--- src/rtl/sbc_pkg.sv ---
package sbc_pkg;
  localparam int NUM_REGS = 8;
  localparam logic [15:0] ADDR_MASK = 16'hE001;
  localparam logic [15:0] KEY_CTRL  = 16'h8000;
  localparam logic [15:0] KEY_DATA  = 16'h8001;
  localparam logic [15:0] KEY_MIRR  = 16'hA000;
  localparam logic [15:0] KEY_RVAL  = 16'hC000;
  localparam logic [15:0] KEY_RLD   = 16'hC001;
  localparam logic [15:0] KEY_ACK   = 16'hE000;
  localparam logic [15:0] KEY_EN    = 16'hE001;

  typedef enum logic [2:0] {
    WK_NONE, WK_CTRL, WK_DATA, WK_MIRR, WK_RVAL, WK_RLD, WK_ACK, WK_EN
  } wr_kind_e;

  function automatic wr_kind_e classify(input logic [15:0] addr);
    case (addr & ADDR_MASK)
      KEY_CTRL: return WK_CTRL;
      KEY_DATA: return WK_DATA;
      KEY_MIRR: return WK_MIRR;
      KEY_RVAL: return WK_RVAL;
      KEY_RLD:  return WK_RLD;
      KEY_ACK:  return WK_ACK;
      KEY_EN:   return WK_EN;
      default:  return WK_NONE;
    endcase
  endfunction
endpackage

--- src/rtl/sbc_reg_decode.sv ---
module sbc_reg_decode
  import sbc_pkg::*;
#(
  parameter int DATA_W = 8
) (
  input  logic              clk,
  input  logic              rst_n,
  input  logic              active,
  input  logic              wr_en,
  input  logic [15:0]       wr_addr,
  input  logic [DATA_W-1:0] wr_data,
  output logic [DATA_W-1:0] bank_q [NUM_REGS],
  output logic              prg_swap,
  output logic              chr_swap,
  output logic              mirror_h,
  output logic [DATA_W-1:0] reload_val,
  output logic              reload_set,
  output logic              irq_ack,
  output logic              irq_en_set
);
  localparam int SEL_W = $clog2(NUM_REGS);

  wr_kind_e          kind;
  logic [SEL_W-1:0]  sel_q;

  always_comb begin
    kind = WK_NONE;
    if (wr_en && active && wr_addr[15]) kind = classify(wr_addr);
  end

  assign reload_set = (kind == WK_RLD);
  assign irq_ack    = (kind == WK_ACK);
  assign irq_en_set = (kind == WK_EN);

  function automatic logic [DATA_W-1:0] init_val(input int idx);
    if (idx == 0)      return '0;
    if (idx == 1)      return DATA_W'(2);
    if (idx < 6)       return DATA_W'(idx + 2);
    if (idx == 6)      return ~DATA_W'(3);
    return ~DATA_W'(2);
  endfunction

  always_ff @(posedge clk) begin
    if (!rst_n) begin
      sel_q      <= '0;
      prg_swap   <= 1'b0;
      chr_swap   <= 1'b0;
      mirror_h   <= 1'b0;
      reload_val <= '0;
    end else begin
      case (kind)
        WK_CTRL: begin
          sel_q    <= wr_data[SEL_W-1:0];
          prg_swap <= wr_data[6];
          chr_swap <= wr_data[7];
        end
        WK_MIRR: mirror_h   <= wr_data[0];
        WK_RVAL: reload_val <= wr_data;
        default: ;
      endcase
    end
  end

  for (genvar g = 0; g < NUM_REGS; g++) begin : g_reg
    always_ff @(posedge clk) begin
      if (!rst_n)                                  bank_q[g] <= init_val(g);
      else if (kind == WK_DATA && sel_q == SEL_W'(g)) bank_q[g] <= wr_data;
    end
  end
endmodule

--- src/rtl/sbc_a12_filter.sv ---
module sbc_a12_filter #(
  parameter int MIN_LOW = 3
) (
  input  logic clk,
  input  logic rst_n,
  input  logic a12,
  output logic rise
);
  localparam int CW = $clog2(MIN_LOW + 1);
  localparam logic [CW-1:0] SAT = CW'(MIN_LOW);

  logic          a12_q;
  logic [CW-1:0] low_cnt;

  always_ff @(posedge clk) begin
    if (!rst_n) begin
      a12_q   <= 1'b0;
      low_cnt <= '0;
    end else begin
      a12_q <= a12;
      if (a12)                low_cnt <= '0;
      else if (low_cnt < SAT) low_cnt <= low_cnt + 1'b1;
    end
  end

  assign rise = a12 && !a12_q && (low_cnt >= SAT);
endmodule

--- src/rtl/sbc_irq_unit.sv ---
module sbc_irq_unit #(
  parameter int DATA_W = 8
) (
  input  logic              clk,
  input  logic              rst_n,
  input  logic              tick,
  input  logic [DATA_W-1:0] reload_val,
  input  logic              reload_set,
  input  logic              irq_ack,
  input  logic              irq_en_set,
  output logic              irq_en,
  output logic              reload_pend,
  output logic              irq
);
  logic [DATA_W-1:0] cnt_q, cnt_nx;

  always_comb begin
    if (cnt_q == '0 || reload_pend) cnt_nx = reload_val;
    else                            cnt_nx = cnt_q - 1'b1;
  end

  always_ff @(posedge clk) begin
    if (!rst_n) begin
      cnt_q       <= '0;
      irq_en      <= 1'b0;
      reload_pend <= 1'b0;
      irq         <= 1'b0;
    end else begin
      if (tick) begin
        cnt_q <= cnt_nx;
        if (cnt_nx == '0 && irq_en) irq <= 1'b1;
      end
      if (reload_set)  reload_pend <= 1'b1;
      else if (tick)   reload_pend <= 1'b0;
      if (irq_ack) begin
        irq_en <= 1'b0;
        irq    <= 1'b0;
      end else if (irq_en_set) begin
        irq_en <= 1'b1;
      end
    end
  end
endmodule

--- src/rtl/sbc_bank_map.sv ---
module sbc_bank_map
  import sbc_pkg::*;
#(
  parameter int DATA_W = 8
) (
  input  logic [DATA_W-1:0]   bank_q [NUM_REGS],
  input  logic                prg_swap,
  input  logic                chr_swap,
  output logic [4*DATA_W-1:0] prg_flat,
  output logic [8*DATA_W-1:0] chr_flat
);
  localparam logic [DATA_W-1:0] LAST   = '1;
  localparam logic [DATA_W-1:0] SECOND = ~DATA_W'(1);

  logic [DATA_W-1:0] base [8];

  assign prg_flat[0*DATA_W +: DATA_W] = prg_swap ? SECOND : bank_q[6];
  assign prg_flat[1*DATA_W +: DATA_W] = bank_q[7];
  assign prg_flat[2*DATA_W +: DATA_W] = prg_swap ? bank_q[6] : SECOND;
  assign prg_flat[3*DATA_W +: DATA_W] = LAST;

  for (genvar w = 0; w < 8; w++) begin : g_win
    if (w < 4) begin : g_pair
      assign base[w] = {bank_q[w/2][DATA_W-1:1], 1'(w % 2)};
    end else begin : g_single
      assign base[w] = bank_q[w-2];
    end
    localparam logic [2:0] WI = 3'(w);
    assign chr_flat[w*DATA_W +: DATA_W] = base[WI ^ {chr_swap, 2'b00}];
  end
endmodule

--- src/rtl/scanline_bank_ctrl.sv ---
module scanline_bank_ctrl
  import sbc_pkg::*;
#(
  parameter int DATA_W      = 8,
  parameter int A12_MIN_LOW = 3
) (
  input  logic                clk,
  input  logic                rst_n,
  input  logic [1:0]          mode,
  input  logic                wr_en,
  input  logic [15:0]         wr_addr,
  input  logic [DATA_W-1:0]   wr_data,
  input  logic                a12,
  output logic [4*DATA_W-1:0] prg_bank,
  output logic [8*DATA_W-1:0] chr_bank,
  output logic                mirror_horiz,
  output logic                irq
);
  logic              active;
  logic [DATA_W-1:0] bank_q [NUM_REGS];
  logic              prg_swap, chr_swap;
  logic [DATA_W-1:0] reload_val;
  logic              reload_set, irq_ack, irq_en_set;
  logic              a12_rise, tick;
  logic              irq_en, reload_pend;

  assign active = (mode == 2'b01);
  assign tick   = a12_rise && active;

  sbc_reg_decode #(.DATA_W(DATA_W)) u_dec (
    .clk, .rst_n, .active, .wr_en, .wr_addr, .wr_data,
    .bank_q, .prg_swap, .chr_swap, .mirror_h(mirror_horiz),
    .reload_val, .reload_set, .irq_ack, .irq_en_set
  );

  sbc_a12_filter #(.MIN_LOW(A12_MIN_LOW)) u_flt (
    .clk, .rst_n, .a12, .rise(a12_rise)
  );

  sbc_irq_unit #(.DATA_W(DATA_W)) u_irq (
    .clk, .rst_n, .tick, .reload_val, .reload_set, .irq_ack, .irq_en_set,
    .irq_en, .reload_pend, .irq
  );

  sbc_bank_map #(.DATA_W(DATA_W)) u_map (
    .bank_q, .prg_swap, .chr_swap, .prg_flat(prg_bank), .chr_flat(chr_bank)
  );
endmodule

--- config.mk ---
export PLATFORM = sky130hd
export DESIGN_NAME = scanline_bank_ctrl
export DESIGN_NICKNAME = d
export VERILOG_FILES = /design/src/rtl/sbc_pkg.sv /design/src/rtl/sbc_reg_decode.sv /design/src/rtl/sbc_a12_filter.sv /design/src/rtl/sbc_irq_unit.sv /design/src/rtl/sbc_bank_map.sv /design/src/rtl/scanline_bank_ctrl.sv
export SDC_FILE = /design/constraint.sdc
export NUM_CORES = 1
export LEC_CHECK = 0
export BUFFER_PORTS_ARGS = -buffer_cell sky130_fd_sc_hd__buf_2
export CORE_MARGIN = 2
export CORE_UTILIZATION = 30
export CTS_BUF_LIST = sky130_fd_sc_hd__clkbuf_2
export CTS_CLUSTER_DIAMETER = 200
export DETAILED_ROUTE_END_ITERATION = 10
export SYNTH_ARGS = -nofsm -noshare
export SYNTH_HDL_FRONTEND = slang
export SYNTH_SLANG_ARGS = --single-unit
--- constraint.sdc ---
create_clock -name clk -period 2.3 [get_ports clk]
set_clock_uncertainty 0.2 [all_clocks]
set_input_delay 0.115 -clock clk [delete_from_list [all_inputs] [get_ports clk]]
set_output_delay 0.115 -clock clk [all_outputs]
set_load 0.05 [all_outputs]
==> reports/results.ini, run 1 <==
[layout]
final_common_cell = nand2_1
final_cell_mix = nand2_1, buf_2, dfxtp_1, inv_1, a21boi_0
fin_cells = 956
drive_gt1_share_pct = 21.0
fin_nets = 767
area_growth_pct = 19.0

[timing]
grt_setup_unrepaired = yes
max_slew_margin_pct = 63.8
drv_slew = 0
period_needed_ns = 2.25
hold_viol = 0
worst_pin_slew_ns = 0.540
finalSetupViolations = 0
timing.fmax_ghz = 0.444
period_share_pct = 97.9

[global_route]
grt_pass1_vias = 3535
grt_pass1_wl_um = 18600
gr-usage-all-layers_pct = 13.9
busiest_layer = met2
grt_start_max_net_pins = 92
grtUsageMet1_pct = 19.6
antenna_found_initial = 1
use_met2_pct = 22.4
grt-ovfl-total = 0
use_met3_pct = 2.32

[clock_network]
root_buffer = clkbuf_2
cts_buffers = 9
insertion_delay_ns = 0.55
tritoncts = yes
cts.sinks = 90
post_cts_buffers = 0
htree_levels = 3
clk_pin_slew_ns = 0.22
clk_path_buf_depth = 2

[detailed_routing]
drt-pass1-iter-count = 4
wl_um = 12300
wl_per_cell_um = 12.9
vias_per_cell = 4.50
drc = 0
dr.first_iter.drc_count = 245
num_vias = 4302
drtAntennaViolNets = 0

[worst_setup_path]
critical_path.top_delay_family = buffers and inverters
r2r_start = u_irq.cnt_q[0]$_SDFFE_PN0P_
crit_path_max_fanout = 7
crit_start = wr_addr[13]
cpPeakStageDelay_ns = 0.67
r2r.worst_path.cells = 7
cp_cell_sequence = dlygate4sd3_1 > buf_2 > nor2_2 > dlygate4sd3_1 > nand4b_4 > or3_1 > nand2_1 > a21boi_1
worst-endpoint-required_ns = 2.55
path_common_cell = dlygate4sd3_1
path_class = input port to flop
endpoint_kind = flop
ff2ff_setup_slack_ns = 0.15
startpoint_type = input port
cpMaxStageDelayCell = dlygate4sd3_1
critical_path_arrival_ns = 2.51
critPathBufInv = 3
timing.rr.end = u_irq.cnt_q[2]$_SDFFE_PN0P_

[power]
powerDensity_nw_per_um2 = 445
total_power_mw = 2.54
power_leakage_nw = 2.37
max-vdd-ir-drop_v = 0.000194

[synth]
ys_ff_latch = 90
synth_area_um2 = 4800
async_reset_ff_share_pct = 0
yosys_warnings = 0
syn_area_per_cell_um2 = 7.48
synthCells = 641
synth-seq-area-share_pct = 37.6
synth_edf_count = 0
ys_types = 56
synth_ff_type = dfxtp_1

[floorplan]
core-area_um2 = 15800
die_w_um = 130
start_util_pct = 30.4
die_y_um = 130
core.rowCount = 46
num_io_pins = 128
fp.dieArea_um2 = 17000

[placed_design]
io_buffers = 107
dp_hpwl_um = 8810
placed_cells = 919
place.gp.congestion = 0.789

[hold_path]
hold_class = input port to flop
min_to = u_flt.low_cnt[0]$_SDFFE_PP0N_
min_path_cells = 4
min-delay-start = a12

[job]
drv_cap = 0

[run_status]
outcome = finished, final reports clean

## worst register-to-register path, delay by kind of cell, from the launching register on
kind	cells	cell delay (ns)
AND/OR/NAND/NOR	2	0.33
multiplexers	1	0.24
buffers and inverters	1	0.10
adder cells (fa/ha/maj)	1	0.21
AO/OA/AOI/OAI	2	0.54
flip-flops	1	0.46
## metrics by stage
step | hold WS (ns) | cell area, um2 | setup TNS, ns | setup slack, ns | util (%)
after floorplan | 0.0367 | 4820 | 0 | 0.207 | -
after detailed placement | 0.158 | 5390 | 0 | 0.185 | 34.2
after global placement | 0.149 | 5390 | 0 | 0.166 | 34.2
after global routing | 0.145 | 5710 | -0.357 | -0.0607 | 36.2
final | 0.171 | 5710 | 0 | 0.0474 | 36.2
after CTS | 0.133 | 5700 | 0 | 0.0800 | 36.1
## per-layer routing
layer,part of all wire [%],vias up
met5,0,-
met4,1.0,0
met3,4.6,7
met2,45,101
met1,50,1949
li1,-,2245
## logic make-up after synthesis
family | synth area share (%)
AOI/OAI and AO/OA | 15.5
muxes | 3.55
DFF | 37.6
buffers and inverters | 8.87
xor gates and xnor gates | 0.183
and+or+nand+nor | 33.5
other | 0.0782
adders and majority gates | 0.783
## state kept, by name (all words and copies together) (netlist names)
| name | count |
|---|---|
| u_irq.irq_en | 1 |
| u_flt.a12_q | 1 |
| u_dec.sel_q | 3 |
| u_flt.low_cnt | 2 |
| u_dec.chr_swap | 1 |
| u_dec.mirror_h | 1 |
| u_dec.prg_swap | 1 |
| u_dec.reload_val | 8 |
| u_irq.reload_pend | 1 |
| u_dec.bank_q | 62 |
| u_irq.cnt_q | 8 |
| u_irq.irq | 1 |
## layout make-up
class	count	area (um2)
timing repair buffer	134	801
antenna	1	2.50
sequential	90	1800
fill	1719	10100
clock buffer	11	55.1
clock inverter	5	55.1
tap	216	270
inverter	32	120
multi-input combinational	467	2600
## report_power, final
| part | total [mW] | internal, mW | switching (mW) |
|---|---|---|---|
| Combinational | 0.181 | 0.0623 | 0.119 |
| Clock | 0.790 | 0.256 | 0.534 |
| Sequential | 1.57 | 1.57 | 0.00362 |
## worst max path at each step
stage	to	cells after the start	slack [ns]
final	u_dec.bank_q[63]$_SDFFE_PN0P_	8	0.05
after global routing	u_dec.bank_q[46]$_SDFFE_PN0P_	8	-0.06
after CTS	u_dec.bank_q[63]$_SDFFE_PN0P_	8	0.08
after detailed placement	u_irq.cnt_q[2]$_SDFFE_PN0P_	7	0.18
after global placement	u_irq.cnt_q[2]$_SDFFE_PN0P_	7	0.17
after floorplan	chr_bank[61]	3	0.21
## cell usage after synthesis, types with 4 or more instances
library cell	n	share of area (%)
nand2_1	203	16
dfxtp_1	90	38
clkbuf_1	36	2.8
a21boi_0	32	5.0
inv_1	32	2.5
o21ai_0	31	3.2
nand2b_1	27	3.5
nor2b_1	20	2.6
nand3_1	19	2.0
buf_4	17	2.7
mux2i_1	17	3.5
a21boi_1	13	2.0
nor2_1	9	0.70
or2_2	9	1.2
and2_1	7	0.91
o211ai_1	7	1.1
a21oi_1	4	0.42
buf_2	4	0.42
nor2_2	4	0.52
nor3_1	4	0.42
o21a_1	4	0.63
or3_1	4	0.52
## timing repair
| item | CTS | global route |
|---|---|---|
| resized for setup | 0 | 2 |
| hold buffers | 20 | 0 |
| endpoints found under the setup margin | 0 | 13 |
| endpoints found under the hold margin | 90 | 0 |
Power figures use the tool's default switching activity.
==> inputs of run 2 (changes only) <==
Settings changed: BUFFER_PORTS_ARGS -buffer_cell sky130_fd_sc_hd__buf_2 to default, DONT_BUFFER_PORTS from default to 1.
==> reports/results.ini, run 2 (synthesis results as in run 1) <==
[run_status]
outcome = finished, final reports clean

[worst_setup_path]
cp_cell_sequence = dlygate4sd3_1 > nor2_2 > and4_1 > nand3_1 > nand2_1 > nand3_1 > dlygate4sd3_1
ff2ff_setup_slack_ns = 0.16
critical_path_arrival_ns = 2.49
worst-endpoint-required_ns = 2.58
cpMaxStageDelayCell = dlygate4sd3_1
crit_path_max_fanout = 8
endpoint_kind = flop
path_class = input port to flop
cpPeakStageDelay_ns = 0.66
startpoint_type = input port

[layout]
regMostFlops = u_dec.bank_q
final_common_cell = nand2_1
area_growth_pct = 16.3
design_area_um2 = 5580
top_regs = u_dec.bank_q: 62 flops, u_dec.reload_val: 8 flops, u_irq.cnt_q: 8 flops
fin_cells = 891
final_cell_mix = nand2_1, dfxtp_1, buf_4, inv_1, a21boi_0
fin_nets = 700
largest_register_ffs = 62
drive_gt1_share_pct = 12.8

[timing]
max_slew_margin_pct = 62.2
finalSetupViolations = 0
grt_setup_unrepaired = yes
period_share_pct = 95.8
setup_slack_ns = 0.0959
holdWs_ns = 0.0476
timing.fmax_ghz = 0.454
drv_slew = 0
period_needed_ns = 2.20
hold_viol = 0
worst_pin_slew_ns = 0.564

[power]
intPower_mw = 1.99
swShare_pct = 25.1
power_leakage_nw = 2.13
pwr-share-clk_pct = 34.3
max-vdd-ir-drop_v = 0.000276
combPwrFrac_pct = 6.5
switchingPower_mw = 0.668
p_seq_share_pct = 59.2
total_power_mw = 2.66
powerDensity_nw_per_um2 = 476

[detailed_routing]
wl_um = 12500
dr.first_iter.drc_count = 314
num_vias = 4148
drtAntennaViolNets = 0
wl_per_cell_um = 14.0
drt-pass1-iter-count = 4
drc = 0
vias_per_cell = 4.66

[global_route]
grt-ovfl-total = 0
gr-usage-all-layers_pct = 14.5
grt_pass1_vias = 3587
grt_pass1_wl_um = 19200
grt_start_max_net_pins = 90
antenna_found_initial = 3

[clock_network]
post_cts_buffers = 0
tritoncts = yes
root_buffer = clkbuf_2
cts_buffers = 9
insertion_delay_ns = 0.56
cts.sinks = 90
clk_path_buf_depth = 2
htree_levels = 3
clk_pin_slew_ns = 0.24

[placed_design]
place_ws_ns = 0.221
io_buffers = 0
dp_hpwl_um = 8370
placed_cells = 842
place.gp.congestion = 0.759
dpl_cell_area_um2 = 5080

[floorplan]
start_util_pct = 30.4
die_y_um = 130
core.rowCount = 46
core-area_um2 = 15800
fp.dieArea_um2 = 17000
die_w_um = 130
num_io_pins = 128

[job]
drv_cap = 0

[hold_path]
hold_class = input port to flop

run 2: cell count changes in the layout (fill, tap and decap cells not counted), moves of 2 or more:
| cell | previous run | this run |
|---|---|---|
| dfxtp_1 | 89 | 87 |
| o21ai_1 | 0 | 28 |
| nand2_1 | 203 | 200 |
| diode_2 | 1 | 3 |
| buf_4 | 6 | 36 |
| buf_2 | 107 | 0 |
| dlygate4sd3_1 | 20 | 29 |
| nand2_2 | 0 | 3 |
| o21ai_0 | 31 | 3 |
run 2: repair_timing:
action,CTS,global route
setup endpoints to repair,4,10
hold buffers,28,2
gates cloned,0,0
endpoints found under the hold margin,90,3
gates resized for setup,2,9
run 2: area by class of cell:
| class | count | area [um2] |
|---|---|---|
| diodes | 3 | 7.51 |
| clock buffers | 11 | 55.1 |
| clock inverters | 5 | 78.8 |
| fillers | 1700 | 10200 |
| inverters | 32 | 120 |
| multi-input cells | 467 | 2630 |
| flip-flops and latches | 90 | 1810 |
| well taps | 216 | 270 |
| repair buffers | 67 | 608 |
run 2: path summary, 6_finish.rpt:
path | end | from | cells after the start
setup / recovery | u_dec.bank_q[7]$_SDFFE_PN1P_ | wr_addr[13] | 7
setup reg to reg | u_dec.bank_q[7]$_SDFFE_PN1P_ | u_dec.sel_q[2]$_SDFFE_PN0N_ | 5
hold / removal | u_dec.bank_q[19]$_SDFFE_PN0P_ | mode[1] | 5
hold reg to reg | u_dec.bank_q[36]$_SDFFE_PN0P_ | u_dec.bank_q[36]$_SDFFE_PN0P_ | 2
run 2: per-layer routing:
metal / share of wire (%) / track usage (%)
met5: 0 / 0
met4: 0.83 / 3.57
met1: 46 / 20.1
met3: 8.1 / 4.19
met2: 45 / 22.4
run 2: power by group through the flow:
stage	clock network, mW	logic [mW]	registers [mW]
floorplan	0	0.120	1.60
global placement	0	0.0766	1.60
detailed placement	0	0.0771	1.60
CTS	0.946	0.168	1.57
global route	1.01	0.184	1.58
finish	0.912	0.171	1.57
run 2: per-stage QoR:
step / utilization [%] / TNS (ns)
final: 35.4 / 0
after global routing: 35.4 / -0.0271
after CTS: 35.0 / 0
after detailed placement: 32.2 / 0
after global placement: 32.2 / 0
after floorplan: - / 0
run 2: worst max-delay path, delay by kind of cell:
family,cells,cell delay (ns)
buf+inv,2,1.23
simple gates,5,1.14
